File: src/rtl/oneshot_pkg.sv
package oneshot_pkg;

  // Timer phase held by the control
  typedef enum logic [1:0] {
    PH_IDLE   = 2'd0,
    PH_DISCH  = 2'd1,
    PH_CHARGE = 2'd2
  } phase_t;

  // Strobes from control to datapath
  typedef struct packed {
    logic load;  // capture period/discharge, restart counting
    logic step;  // advance the counters by one cycle
  } tmrStrobe_t;

endpackage

File: src/rtl/oneshot_sync.sv
module oneshot_sync #(
  parameter int   STAGES  = 2,      // must be at least 2
  parameter logic RST_VAL = 1'b0
) (
  input  logic clk,
  input  logic rstN,
  input  logic din,
  output logic dout
);

  logic [STAGES-1:0] chain;

  always_ff @(posedge clk or negedge rstN) begin
    if (!rstN) chain <= {STAGES{RST_VAL}};
    else       chain <= {chain[STAGES-2:0], din};
  end

  assign dout = chain[STAGES-1];

endmodule

File: src/rtl/oneshot_dp.sv
module oneshot_dp
  import oneshot_pkg::*;
#(
  parameter int CNT_W = 16,
  parameter int DIS_W = 4
) (
  input  logic             clk,
  input  logic             rstN,
  input  tmrStrobe_t       strobe,
  input  logic [CNT_W-1:0] periodIn,
  input  logic [DIS_W-1:0] dischargeIn,
  output logic             remLast,
  output logic             lockLast,
  output logic             lockBusy
);

  localparam logic [CNT_W-1:0] ONE_P = CNT_W'(1);
  localparam logic [DIS_W-1:0] ONE_D = DIS_W'(1);

  logic [CNT_W-1:0] remCnt;
  logic [DIS_W-1:0] lockCnt;
  logic [CNT_W-1:0] loadP;
  logic [DIS_W-1:0] loadD;

  // Zero lengths are clamped to one cycle
  assign loadP = (periodIn == '0) ? ONE_P : periodIn;
  assign loadD = (dischargeIn == '0) ? ONE_D : dischargeIn;

  always_ff @(posedge clk or negedge rstN) begin
    if (!rstN) begin
      remCnt  <= '0;
      lockCnt <= '0;
    end else if (strobe.load) begin
      remCnt  <= loadP;
      lockCnt <= loadD;
    end else if (strobe.step) begin
      if (remCnt != '0)  remCnt  <= remCnt - ONE_P;
      if (lockCnt != '0) lockCnt <= lockCnt - ONE_D;
    end
  end

  assign remLast  = (remCnt == ONE_P);
  assign lockLast = (lockCnt == ONE_D);
  assign lockBusy = (lockCnt != '0);

  // With the control idle, no cycles may remain on the timer
  AST_IDLE_EMPTY: assert property (@(posedge clk) disable iff (!rstN)
    (!strobe.load && !strobe.step) |-> (remCnt == '0));

  // The control never advances an exhausted timer
  AST_NO_UNDERFLOW: assert property (@(posedge clk) disable iff (!rstN)
    (strobe.step && !strobe.load) |-> (remCnt != '0));

endmodule

File: src/rtl/oneshot_ctrl.sv
module oneshot_ctrl
  import oneshot_pkg::*;
#(
  parameter int SYNC_STAGES = 2,
  parameter int POR_CYCLES  = 8
) (
  input  logic       clk,
  input  logic       rstN,
  input  logic       clearN,
  input  logic       trigA,
  input  logic       trigB,
  input  logic       noRetrig,
  input  logic       remLast,
  input  logic       lockLast,
  input  logic       lockBusy,
  output tmrStrobe_t strobe,
  output logic       coreRstN,
  output logic       pulseOn
);

  localparam int POR_W = $clog2(POR_CYCLES + 2);
  localparam logic [POR_W-1:0] POR_END = POR_W'(POR_CYCLES);
  localparam logic [POR_W-1:0] POR_INC = POR_W'(1);

  // Power-on hold: counts cycles after rstN release
  logic [POR_W-1:0] porCnt;
  logic             porDone;

  always_ff @(posedge clk or negedge rstN) begin
    if (!rstN)         porCnt <= '0;
    else if (!porDone) porCnt <= porCnt + POR_INC;
  end
  assign porDone = (porCnt == POR_END);

  // Reset for the core: asserts at once, releases on the clock
  logic       rawRstN;
  logic [1:0] rstSync;

  assign rawRstN = rstN & clearN;

  always_ff @(posedge clk or negedge rawRstN) begin
    if (!rawRstN) rstSync <= 2'b00;
    else          rstSync <= {rstSync[0], porDone};
  end
  assign coreRstN = rstSync[1];

  // Trigger synchronizers, reset to the idle levels
  logic aSync, bSync;

  oneshot_sync #(.STAGES(SYNC_STAGES), .RST_VAL(1'b0)) u_syncA (
    .clk(clk), .rstN(coreRstN), .din(trigA), .dout(aSync));
  oneshot_sync #(.STAGES(SYNC_STAGES), .RST_VAL(1'b1)) u_syncB (
    .clk(clk), .rstN(coreRstN), .din(trigB), .dout(bSync));

  // Edge detection with cross qualification
  logic aPrev, bPrev, riseA, fallB, fireQ;

  assign riseA = aSync & ~aPrev & bSync;
  assign fallB = ~bSync & bPrev & ~aSync;

  always_ff @(posedge clk or negedge coreRstN) begin
    if (!coreRstN) begin
      aPrev <= 1'b0;
      bPrev <= 1'b1;
      fireQ <= 1'b0;
    end else begin
      aPrev <= aSync;
      bPrev <= bSync;
      fireQ <= riseA | fallB;   // coincident conditions merge into one
    end
  end

  // Phase machine
  phase_t phase, phaseNext;
  logic   accept;

  assign accept = fireQ & ((phase == PH_IDLE) |
                           ((phase == PH_CHARGE) & ~noRetrig));

  always_comb begin
    phaseNext = phase;
    if (accept) begin
      phaseNext = PH_DISCH;
    end else begin
      case (phase)
        PH_DISCH: begin
          if (remLast)       phaseNext = PH_IDLE;
          else if (lockLast) phaseNext = PH_CHARGE;
        end
        PH_CHARGE: if (remLast) phaseNext = PH_IDLE;
        default: phaseNext = phase;
      endcase
    end
  end

  always_ff @(posedge clk or negedge coreRstN) begin
    if (!coreRstN) phase <= PH_IDLE;
    else           phase <= phaseNext;
  end

  assign strobe.load = accept;
  assign strobe.step = (phase != PH_IDLE);
  assign pulseOn     = (phase != PH_IDLE);

  // The charge phase is only entered once the lockout count is spent
  AST_LOCK_SPENT: assert property (@(posedge clk) disable iff (!coreRstN)
    (phase == PH_CHARGE) |-> !lockBusy);

  // An accepted trigger leaves the output high on the next cycle
  AST_LOAD_RAISES: assert property (@(posedge clk) disable iff (!coreRstN)
    strobe.load |=> pulseOn);

  // Outside reset, the pulse only ends on the last counted cycle
  AST_PULSE_END: assert property (@(posedge clk) disable iff (!coreRstN)
    $fell(pulseOn) |-> $past(remLast));

endmodule

File: src/rtl/pulse_oneshot.sv
module pulse_oneshot
  import oneshot_pkg::*;
#(
  parameter int CNT_W       = 16,
  parameter int DIS_W       = 4,
  parameter int POR_CYCLES  = 8,
  parameter int SYNC_STAGES = 2
) (
  input  logic             clk,
  input  logic             rstN,
  input  logic             clearN,
  input  logic             trigA,
  input  logic             trigB,
  input  logic             noRetrig,
  input  logic [CNT_W-1:0] period,
  input  logic [DIS_W-1:0] discharge,
  output logic             pulseOut,
  output logic             pulseOutN
);

  tmrStrobe_t strobe;
  logic       coreRstN;
  logic       remLast, lockLast, lockBusy;
  logic       pulseOn;

  oneshot_ctrl #(
    .SYNC_STAGES(SYNC_STAGES),
    .POR_CYCLES (POR_CYCLES)
  ) u_ctrl (
    .clk(clk), .rstN(rstN), .clearN(clearN),
    .trigA(trigA), .trigB(trigB), .noRetrig(noRetrig),
    .remLast(remLast), .lockLast(lockLast), .lockBusy(lockBusy),
    .strobe(strobe), .coreRstN(coreRstN), .pulseOn(pulseOn));

  oneshot_dp #(
    .CNT_W(CNT_W),
    .DIS_W(DIS_W)
  ) u_dp (
    .clk(clk), .rstN(coreRstN), .strobe(strobe),
    .periodIn(period), .dischargeIn(discharge),
    .remLast(remLast), .lockLast(lockLast), .lockBusy(lockBusy));

  assign pulseOut  = pulseOn;
  assign pulseOutN = ~pulseOn;

  // A low clear holds the output low at every edge
  AST_CLEAR_FORCES: assert property (@(posedge clk) disable iff (!rstN)
    !clearN |-> !pulseOut);

endmodule

File: config.mk
export PLATFORM = sky130hd
export DESIGN_NAME = pulse_oneshot
export DESIGN_NICKNAME = d
export VERILOG_FILES = /design/src/rtl/oneshot_pkg.sv /design/src/rtl/oneshot_sync.sv /design/src/rtl/oneshot_dp.sv /design/src/rtl/oneshot_ctrl.sv /design/src/rtl/pulse_oneshot.sv
export SDC_FILE = /design/constraint.sdc
export NUM_CORES = 1
export LEC_CHECK = 0
export ABC_AREA = 1
export ABC_CLOCK_PERIOD_IN_PS = 1300
export BUFFER_PORTS_ARGS = -buffer_cell sky130_fd_sc_hd__clkbuf_2
export CORE_UTILIZATION = 45
export CTS_CLUSTER_DIAMETER = 200
export DETAILED_ROUTE_END_ITERATION = 10
export PLACE_DENSITY = 0.71
export SLEW_MARGIN = 25
export SYNTH_ARGS = -nofsm -noshare
export SYNTH_HDL_FRONTEND = slang
export SYNTH_SLANG_ARGS = --single-unit
File: constraint.sdc
create_clock -name clk -period 1.3 [get_ports clk]
set_input_delay 0 -clock clk [delete_from_list [all_inputs] [get_ports clk]]
set_output_delay 0 -clock clk [all_outputs]
set_load 0.005 [all_outputs]
==> results by group <==
Timing
  – Max Fclk: 658 MHz
  – Fin crit period: between 1.5 and 2 ns
  – Finish-stage setup viols: 22
  – Slew Viols, Final: 0
  – Worst Tran Pin Value: approximately 0.49 ns
  – Tcrit/Tclk final: 1.17
  – Hold WS: 0.0359 ns
  – Slew HR: 0.677
  – Clk_skew: approximately 0.0028 ns
  – RSZ-0062 raised after global routing: true
  – Final Hold Viols: 0
  – Final worst slack: -0.221 ns

Yosys
  – Register area share after synthesis: 0.399
  – Syn avg cell area: 7.14 µm²
  – Primary FF master, synth: dfrtp_1
  – Library cells used by synthesis: 28
  – Yosys top cell by area: dfrtp_1
  – Syn nets: 345
  – Cells after Synth: around 310
  – Number of warning messages in the yosys log: 0
  – Yosys top cell area share: 0.363
  – Most common cell in the netlist: nand2_1
  – EDFF count, synth: 0
  – Post-Syn Area: 2210 µm²
  – Seq cells post-synth: 35
  – Synth cell count leaders: nand2_1 (101), nor2_1 (53), dfrtp_1 (32)
  – Most area-consuming cells after synthesis: dfrtp_1 (36%), nand2_1 (17%), nor2_1 (9.0%)
  – Asr flop ratio synth: 1.00

Floorplan
  – DIE AREA: 5190 µm²
  – I/O Pins: 28
  – Core area: 4720 µm²
  – Die X: 72.0 µm
  – Initial core utilization: 0.467
  – Rows: 25
  – Chip Height: 72.0 µm

Run status
  – Outcome: finished, violations left
  – Failing checks: setup timing

CTS
  – CTS sink count: 35
  – Clk_lat worst skew: 0.28 ns
  – Clock slew at reported path FFs: 0.07 ns
  – H-tree depth: 2
  – Root buffer cell: clkbuf_8
  – Total CTS buffers: 5
  – TritonCTS clock tree: yes
  – CTS Buffer Depth: 2

Routing
  – Routed wire length per instance: 11.2 µm
  – Via/cell ratio: 4.67
  – DRC viols: 0
  – DRT antenna net count: 0
  – WL final: 5.18 mm
  – Vias after detailed routing: 2163
  – 1st-iter DRT viols: 52
  – Pre-antenna DRT Iters: 4

Critical path
  – CP required: 1.48 ns
  – CP Max Fanout: 7
  – Worst setup SP type: flop
  – Critical path type: flop to flop
  – Crit path DAT: 1.70 ns
  – Worst Setup End Kind: flop

GRT
  – Vias in the first global route: 2179
  – Antenna violations before repair: 0
  – Met3 Use GR: 0.0556
  – GRT Overall Usage: 0.226
  – Global route overflow: 0
  – Met1 usage: 0.274
  – Largest net degree at the start of global routing: 22
  – Top Usage Layer GRT: met2
  – Met2 Use GR: 0.391
  – First-pass GRT wire length: 9.09 mm

Power and ir drop
  – Pleak: ~1.6 nW
  – Max IR drop VDD: 1.08 mV
  – Pwr/cell area: 2280 nW/µm²
  – Final Power: between 0.007 and 0.008 W

Placed design
  – Placement Cell Area: 2810 µm²
  – Dpl cells: 445
  – DP HPWL: 3.84 mm
  – IO buf count: 27
  – RePlAce Congestion: 0.838

Cells and area
  – Area grow syn2layout: 41.4%
  – Sequential cell area: between 800 and 900 µm²
  – Number of fill cells: 400
  – N_diodes: 0
  – Layout Cells excl Fill: 463
  – Final Net Count: 431
  – Area taken by multi-input logic gates: 1300 µm²
  – Final Instance Area: 3120 µm²
  – Share of layout cells above drive strength 1: 0.336

Job
  – Max_cap viols: 0

Hold path
  – Worst Hold Class: input port to flop
[worst max-delay path, stage by stage, from the launching register on]
cell and delay (ns):
dfrtp_1 0.43, inv_2 0.07, ha_4 0.17, inv_4 0.06, nand2_4 0.06, nand2_8 0.11, nand3_4 0.11, nand2_8 0.15
buf_6 0.11, nor2_2 0.03, nand2_1 0.05, nand2_1 0.05
[through the flow]
stage	worst slack, ns	TNS [ns]	utilization
6_report	-0.221	-4.21	0.661
4_1_cts	-0.222	-4.45	0.643
3_3_place_gp	-0.243	-4.34	0.594
3_5_place_dp	-0.317	-5.74	0.594
5_1_grt	-0.327	-5.97	0.661
2_1_floorplan	-0.154	-3.13	-
[path summary, 6_finish.rpt]
kind                       slack [ns]  depth (start not counted)               from                      end
hold / removal                   0.04                          5          period[6]           u_dp.remCnt[6]
setup reg to reg                -0.22                         11    u_ctrl.phase[1]           u_dp.remCnt[9]
hold reg to reg                  0.20                          0  u_ctrl.rstSync[1]           u_dp.remCnt[2]
max in group asynchronous        0.58                          1  u_ctrl.rstSync[1]  u_ctrl.u_syncB.chain[1]
min in group asynchronous        0.06                          2               rstN         u_ctrl.porCnt[1]
setup / recovery                -0.22                         11    u_ctrl.phase[1]           u_dp.remCnt[9]
[cell type report]
class / count / share of cell area
inverter: 28 / 0.0401
timing repair buffer: 84 / 0.194
timing repair inverter: 1 / 0.00281
sequential: 35 / 0.282
tap: 67 / 0.0269
clock inverter: 2 / 0.0112
multi-input combinational: 240 / 0.417
clock buffer: 6 / 0.0265
[cell usage in the layout (no fill, tap or decap), drive strengths merged]
| master | count |
|---|---|
| buf | 53 |
| nand3 | 20 |
| bufinv | 1 |
| a21oi | 6 |
| xnor2 | 3 |
| or2 | 2 |
| nand3b | 2 |
| o21ai | 23 |
| clkinv | 2 |
| a31oi | 1 |
| inv | 28 |
| nor3 | 1 |
| clkbuf | 33 |
| nand4 | 3 |
| dlygate4sd3 | 4 |
| nor2 | 60 |
| xor2 | 2 |
| dfstp | 3 |
| nand2 | 107 |
| ha | 10 |
| dfrtp | 32 |
[sequential cells by signal, indices dropped and copies added, names as in the netlist]
register and flops:
u_ctrl.phase 2, u_ctrl.aPrev 1, u_ctrl.u_syncB.chain 2, u_ctrl.rstSync 2, u_ctrl.porCnt 4, u_dp.lockCnt 4
u_dp.remCnt 16, u_ctrl.fireQ 1, u_ctrl.bPrev 1, u_ctrl.u_syncA.chain 2
[per-layer routing]
layer / vias up / share of wire
met2: 36 / 0.50
met3: 8 / 0.029
met1: 977 / 0.46
li1: 1142 / -
met5: - / 0
met4: 0 / 0.014
[cell families after synthesis]
| group | synth area share |
|---|---|
| and+or+nand+nor | 0.381 |
| adders and majority gates | 0.0567 |
| buffers and inverters | 0.0703 |
| DFF | 0.399 |
| AOI/OAI and AO/OA | 0.0737 |
| xor gates and xnor gates | 0.0198 |
[power by group]
part           internal, W  switching (W)  total, W
logic              0.00209        0.00230   0.00439
clock network     0.000620       0.000377  0.000997
registers          0.00147       0.000264   0.00173
total              0.00417        0.00294   0.00712
[what timing repair did]
item	CTS	global route
hold buffers	4	0
cloned	1	1
setup buffers	3	1
endpoints found under the setup margin	22	24
pin swaps	5	9
hold endpoints to repair	8	0
gates resized for setup	10	21
Note: power is estimated with default switching activity, not from simulation.
